===== config.mk =====
export PLATFORM = sky130hd
export DESIGN_NAME = csgen_top
export DESIGN_NICKNAME = d
export VERILOG_FILES = /design/src/rtl/csgen_pkg.sv /design/src/rtl/csgen_regs.sv /design/src/rtl/csgen_decode.sv /design/src/rtl/csgen_wait.sv /design/src/rtl/csgen_top.sv
export SDC_FILE = /design/constraint.sdc
export NUM_CORES = 1
export LEC_CHECK = 0
export CORE_MARGIN = 4
export CORE_UTILIZATION = 56
export DETAILED_ROUTE_END_ITERATION = 12
export PLACE_DENSITY = 0.8
export SLEW_MARGIN = 20
export SYNTH_ARGS = -nofsm -noshare
export SYNTH_HDL_FRONTEND = slang
export SYNTH_HIERARCHICAL = 1
export SYNTH_SLANG_ARGS = --single-unit

===== constraint.sdc =====
create_clock -name clk -period 5.8 [get_ports clk]
set_input_delay 0.58 -clock clk [delete_from_list [all_inputs] [get_ports clk]]
set_output_delay 0.58 -clock clk [all_outputs]
set_load 0.05 [all_outputs]

===== src/rtl/csgen_pkg.sv =====
package csgen_pkg;
    localparam int ADDR_W  = 20;
    localparam int DATA_W  = 16;
    localparam int BLK_LSB = 10;
    localparam int N_MID   = 4;
    localparam int N_PER   = 7;
    localparam int WIN_LSB = 7;
    localparam int MID_LSB = 13;
    localparam int WAIT_W  = 2;
    localparam int SEL_W   = 3;
    localparam logic [DATA_W-1:0] UP_RESET = 16'hFFFB;

    typedef enum logic [SEL_W-1:0] {
        SEL_UP   = 3'd0,
        SEL_LO   = 3'd1,
        SEL_MB   = 3'd2,
        SEL_MCFG = 3'd3,
        SEL_PB   = 3'd4
    } reg_sel_e;

    typedef struct packed {
        logic [DATA_W-1:0] up;
        logic [DATA_W-1:0] lo;
        logic [DATA_W-1:0] mbase;
        logic [DATA_W-1:0] mcfg;
        logic [DATA_W-1:0] pbase;
    } cs_regs_t;

    typedef struct packed {
        logic              hit;
        logic              ign;
        logic [WAIT_W-1:0] n;
    } wait_cfg_t;

    function automatic wait_cfg_t wcfg_of(input logic [DATA_W-1:0] r);
        wait_cfg_t w;
        w.hit = 1'b1;
        w.ign = r[2];
        w.n   = r[WAIT_W-1:0];
        return w;
    endfunction

    function automatic logic [2:0] mid_size(input logic [DATA_W-1:0] cfg);
        return (cfg[10:8] > 3'd6) ? 3'd6 : cfg[10:8];
    endfunction
endpackage


===== src/rtl/csgen_regs.sv =====
module csgen_regs
    import csgen_pkg::*;
(
    input  logic              clk,
    input  logic              rst,
    input  logic              we,
    input  logic [SEL_W-1:0]  sel,
    input  logic [DATA_W-1:0] wdata,
    output cs_regs_t          regs,
    output logic              lo_ok,
    output logic              mid_ok,
    output logic              per_ok
);
    logic lo_w, mb_w, mc_w, pb_w;

    always_ff @(posedge clk) begin
        if (rst) begin
            regs.up    <= UP_RESET;
            regs.lo    <= '0;
            regs.mbase <= '0;
            regs.mcfg  <= '0;
            regs.pbase <= '0;
            lo_w <= 1'b0;
            mb_w <= 1'b0;
            mc_w <= 1'b0;
            pb_w <= 1'b0;
        end else if (we) begin
            case (sel)
                SEL_UP:   regs.up <= wdata;
                SEL_LO:   begin regs.lo <= wdata;    lo_w <= 1'b1; end
                SEL_MB:   begin regs.mbase <= wdata; mb_w <= 1'b1; end
                SEL_MCFG: begin regs.mcfg <= wdata;  mc_w <= 1'b1; end
                SEL_PB:   begin regs.pbase <= wdata; pb_w <= 1'b1; end
                default:  ;
            endcase
        end
    end

    assign lo_ok  = lo_w;
    assign mid_ok = mb_w & mc_w;
    assign per_ok = pb_w & mc_w;

    // upper register comes out of reset with its default value
    p_up_default_r1: assert property (@(posedge clk) disable iff (rst)
        $fell(rst) |-> (regs.up == UP_RESET));
    // an unused select code leaves every register unchanged
    p_bad_sel_r2: assert property (@(posedge clk) disable iff (rst)
        (we && sel > 3'd4) |=> $stable(regs));
endmodule


===== src/rtl/csgen_decode.sv =====
module csgen_decode
    import csgen_pkg::*;
#(
    parameter int NM = N_MID,
    parameter int NP = N_PER
) (
    input  logic              lo_ok,
    input  logic              mid_ok,
    input  logic              per_ok,
    input  cs_regs_t          regs,
    input  logic [ADDR_W-1:0] addr,
    input  logic              is_io,
    output logic              up_hit,
    output logic              lo_hit,
    output logic [NM-1:0]     mid_hit,
    output logic [NP-1:0]     per_hit,
    output wait_cfg_t         wcfg
);
    localparam int BLK_W = ADDR_W - BLK_LSB;
    localparam int MB_W  = ADDR_W - MID_LSB;

    logic [BLK_W-1:0]  blk;
    logic [2:0]        sz;
    logic [4:0]        sh;
    logic [ADDR_W-1:0] mid_base;
    logic              mid_in;
    logic [1:0]        quarter;
    logic              per_in;
    logic [2:0]        win;
    logic              amode;

    assign blk      = addr[ADDR_W-1:BLK_LSB];
    assign sz       = mid_size(regs.mcfg);
    assign sh       = 5'(MID_LSB) + {2'b00, sz};
    assign mid_base = {regs.mbase[DATA_W-1 -: MB_W], {MID_LSB{1'b0}}};
    assign amode    = regs.mcfg[7];
    assign win      = addr[WIN_LSB +: 3];

    always_comb begin
        up_hit  = !is_io && (blk >= regs.up[DATA_W-1 -: BLK_W]);
        lo_hit  = lo_ok && !is_io && (blk <= regs.lo[DATA_W-1 -: BLK_W]);
        mid_in  = mid_ok && !is_io && (((addr ^ mid_base) >> sh) == '0);
        quarter = 2'(addr >> (sh - 5'd2));
        per_in  = per_ok && (is_io == !regs.mcfg[6]) &&
                  (blk == regs.pbase[DATA_W-1 -: BLK_W]);
    end

    for (genvar i = 0; i < NM; i++) begin : g_mid
        assign mid_hit[i] = mid_in && (quarter == 2'(i));
    end

    for (genvar i = 0; i < NP; i++) begin : g_per
        if (i >= 5) begin : g_shared
            assign per_hit[i] = per_in && !amode && (win == 3'(i));
        end else begin : g_plain
            assign per_hit[i] = per_in && (win == 3'(i));
        end
    end

    always_comb begin
        wcfg = '0;
        if (up_hit)          wcfg = wcfg_of(regs.up);
        else if (lo_hit)     wcfg = wcfg_of(regs.lo);
        else if (|mid_hit)   wcfg = wcfg_of(regs.mcfg);
        else if (|per_hit)   wcfg = wcfg_of(regs.pbase);
    end
endmodule


===== src/rtl/csgen_wait.sv =====
module csgen_wait
    import csgen_pkg::*;
(
    input  logic      clk,
    input  logic      rst,
    input  logic      start,
    input  wait_cfg_t wcfg,
    input  logic      ext_rdy,
    output logic      rdy
);
    logic [WAIT_W-1:0] cnt;
    logic              hit_q;
    logic              ign_q;

    always_ff @(posedge clk) begin
        if (rst) begin
            cnt   <= '0;
            hit_q <= 1'b0;
            ign_q <= 1'b0;
        end else if (start) begin
            cnt   <= wcfg.n;
            hit_q <= wcfg.hit;
            ign_q <= wcfg.ign;
        end else if (cnt != '0) begin
            cnt <= cnt - 1'b1;
        end
    end

    assign rdy = hit_q ? ((cnt == '0) && (ign_q || ext_rdy)) : ext_rdy;

    // a nonzero count holds ready low in the cycle after the start
    p_wait_low_r8: assert property (@(posedge clk) disable iff (rst)
        (start && wcfg.hit && wcfg.n != '0) |=> !rdy);
    // zero waits with external ready ignored gives ready at once
    p_ignore_ext_r9: assert property (@(posedge clk) disable iff (rst)
        (start && wcfg.hit && wcfg.ign && wcfg.n == '0) |=> rdy);
    // an unmatched cycle passes external ready straight through
    p_nomatch_r10: assert property (@(posedge clk) disable iff (rst)
        (start && !wcfg.hit) |=> (rdy == ext_rdy));
endmodule


===== src/rtl/csgen_top.sv =====
module csgen_top
    import csgen_pkg::*;
#(
    parameter int NM = N_MID,
    parameter int NP = N_PER
) (
    input  logic              clk,
    input  logic              rst,
    input  logic              cfg_we,
    input  logic [SEL_W-1:0]  cfg_sel,
    input  logic [DATA_W-1:0] cfg_wdata,
    input  logic [ADDR_W-1:0] addr,
    input  logic              is_io,
    input  logic              bus_start,
    input  logic              ext_rdy,
    output logic              up_cs_n,
    output logic              lo_cs_n,
    output logic [NM-1:0]     mid_cs_n,
    output logic [NP-1:0]     per_cs_n,
    output logic              rdy
);
    cs_regs_t  regs;
    logic      lo_ok, mid_ok, per_ok;
    logic      up_hit, lo_hit;
    logic [NM-1:0] mid_hit;
    logic [NP-1:0] per_hit;
    wait_cfg_t wcfg;
    logic [1:0] a_lat;
    logic       amode;

    csgen_regs i_regs (
        .clk(clk), .rst(rst), .we(cfg_we), .sel(cfg_sel), .wdata(cfg_wdata),
        .regs(regs), .lo_ok(lo_ok), .mid_ok(mid_ok), .per_ok(per_ok)
    );

    csgen_decode #(.NM(NM), .NP(NP)) i_dec (
        .lo_ok(lo_ok), .mid_ok(mid_ok), .per_ok(per_ok), .regs(regs),
        .addr(addr), .is_io(is_io), .up_hit(up_hit), .lo_hit(lo_hit),
        .mid_hit(mid_hit), .per_hit(per_hit), .wcfg(wcfg)
    );

    csgen_wait i_wait (
        .clk(clk), .rst(rst), .start(bus_start), .wcfg(wcfg),
        .ext_rdy(ext_rdy), .rdy(rdy)
    );

    always_ff @(posedge clk) begin
        if (rst)            a_lat <= '0;
        else if (bus_start) a_lat <= {addr[2], addr[1]};
    end

    assign amode = regs.mcfg[7];

    always_comb begin
        up_cs_n  = rst | ~up_hit;
        lo_cs_n  = rst | ~lo_hit;
        mid_cs_n = {NM{rst}} | ~mid_hit;
        per_cs_n = {NP{rst}} | ~per_hit;
        if (!rst && amode && NP > 6) begin
            per_cs_n[5] = a_lat[0];
            per_cs_n[6] = a_lat[1];
        end
    end

    // every select is inactive during reset
    p_rst_idle_r1: assert property (@(posedge clk)
        rst |-> (up_cs_n && lo_cs_n && &mid_cs_n && &per_cs_n));
    // lower select stays off until its register is written
    p_lo_gate_r4: assert property (@(posedge clk) disable iff (rst)
        !lo_ok |-> lo_cs_n);
    // at most one mid-range select at a time
    p_mid_onehot_r5: assert property (@(posedge clk) disable iff (rst)
        $onehot0(~mid_cs_n));
    // peripheral selects are one-hot and gated until configured
    p_per_onehot_r6: assert property (@(posedge clk) disable iff (rst)
        !amode |-> $onehot0(~per_cs_n));
    p_per_gate_r6: assert property (@(posedge clk) disable iff (rst)
        (!per_ok && !amode) |-> &per_cs_n);
endmodule


==> flow_summary.toml <==
[final_layout]
regMostFlops = "i_regs/regs"
final_util_pct = 67.1
num-nets-final = 571
multiInputGateArea_um2 = 2630
nFillCells = 583
layout_commonest_cell = "nand2b_1"
largest_reg_flops = 54
fin_cells = 607
n_antenna_cell = 0
syn2layout_area_growth_pct = 15.7
mostFrequentLayoutCells = "nand2b_1, dfxtp_1, mux2i_1"
seq_area_um2 = 1280
fin_area_um2 = 4920
reg_top3 = "i_regs/regs (54), a_lat (2), i_wait/cnt (2)"
drive_above_1_share_pct = 7.87

[setup_path]
slowest_stage = "clkdlybuf4s50_1"
cp_common_cell = "a211oi_2"
r2r_start = "i_regs/regs[72]"
critPathMaxFanout = 17
crit_family = "simple AND/OR/NAND/NOR gates"
crit_buf_inv = 1
r2r_slack_ns = 3.20
crit_chain = "or2_2 -> ha_1 -> mux4_2 -> a211oi_2 -> a211oi_2 -> nor3_2 -> nor2b_2 -> nand2b_1 -> clkdlybuf4s50_1"
startpoint_type = "flop"
r2r_cells = 10
slowest_delay_ns = 0.70
rr_endpoint = "i_wait/hit_q"
cp-end-kind = "primary output"
required_ns = 5.22
worstSetupStartpoint = "i_regs/regs[25]"
arrival_ns = 3.71
crit_end = "mid_cs_n[1]"
cp.depth = 9
crit_type = "flop to primary output"

[status]
status = "finished clean"

[pwr]
leakage_nw = 1.98
peakVddDrop_v = 0.000130
power_density_nw_per_um2 = 200
finalPower_mw = 0.981

[timing]
fmax_mhz = 233
timing.final.crit_share_pct = 74.0
drv_slew = 0
setup_tns_ns = 0
finalSetupViolations = 0
worst_pin_slew_ns = 1.18
slew_headroom_pct = 20.9
rsz0062_at_grt = "no"
whs_ns = 0.459
skew_ns = 0.0106
period_needed_ns = 4.29
fin_ws_ns = 1.51
hold_violations = 0

[synthesis]
syn_nets = 530
yosysWarningCount = 6
avgSynthCellArea_um2 = 9.18
postSynthCellCount = 463
syn_area_um2 = 4250

[global_route]
grt_overflow = 0
antenna_found_initial = 0
grt_usage_pct = 22.1
grt_pass1_vias = 3327
grt_max_degree = 105
grt_pass1_wl_um = 15500

[clock_network]
clkTransAtPathRegs_ns = 0.07
cts_resized = 0
cts_root_buf = "clkbuf_8"
cts_tree = "done"
cts_buffers = 9
clk_path_buf_depth = 2
htree_levels = 3
cts_setup_buffers = 0
cts.sinks = 64
clk_latency_ns = 0.33
cts-hold-fix-buffers = 0

[die]
die_h_um = 95.1
die_area_um2 = 9050
core-area_um2 = 7330
initial_core_util_pct = 58.0
pin_count = 59
die_x_um = 95.1
rows = 31

[route]
antenna_left = 0
via_count = 3380
drc = 0
wl_per_cell_um = 16.0
first_pass_iters = 4
drtIter0Drc = 141
vias_per_cell = 5.57
routed_wirelength_um = 9690

[placed_design]
dpl_cell_area_um2 = 4720
pre_cts_slack_ns = 1.73
place_inst = 591
hpwl_um = 7350
io_buffers = 55
place.gp.congestion = 0.811

[min_path]
min_path_type = "flop to flop"

[job]
maxCapViolCount = 0
==> routing by layer <==
layer / vias up / routed length [µm] / global-route usage, %
li1: 1678 / - / -
met1: 1585 / 4280 / 26.6
met3: 21 / 483 / 3.55
met5: - / 0 / 0
met4: 0 / 212 / 11.9
met2: 96 / 4710 / 37.6
==> worst register-to-register path: stages, from the launching register on <==
cell and delay (ns):
dfxtp_1 0.33, inv_1 0.05, ha_1 0.30, a21o_1 0.20
a31oi_1 0.18, o21ai_1 0.13, a32oi_2 0.41, inv_2 0.12
or4_1 0.55, mux2i_1 0.15, nor2_1 0.05
==> final cells by class <==
cell class | instances | area share (%)
timing repair buffer | 57 | 11.5
clock inverter | 3 | 0.865
multi-input combinational | 338 | 53.5
clock buffer | 12 | 2.95
tap | 99 | 2.52
inverter | 34 | 2.59
sequential | 64 | 26.0
==> worst min path at each step <==
stage / depth (start not counted) / end / startpoint / slack, ns
2_1_floorplan: 2 / i_regs/pb_w / i_regs/pb_w / 0.43
3_3_place_gp: 2 / i_regs/pb_w / i_regs/pb_w / 0.44
3_5_place_dp: 2 / i_regs/pb_w / i_regs/pb_w / 0.45
4_1_cts: 2 / i_regs/pb_w / i_regs/pb_w / 0.46
5_1_grt: 2 / i_regs/mb_w / i_regs/mb_w / 0.49
6_report: 2 / i_regs/pb_w / i_regs/pb_w / 0.46
==> power breakdown <==
part / leakage, nW / total, mW / internal, mW / switching (mW)
clock network: 0.0925 / 0.370 / 0.208 / 0.162
logic: 1.37 / 0.154 / 0.0769 / 0.0771
registers: 0.519 / 0.458 / 0.450 / 0.00736
total: 1.98 / 0.981 / 0.735 / 0.247
Note: power is estimated with default switching activity, not from simulation.
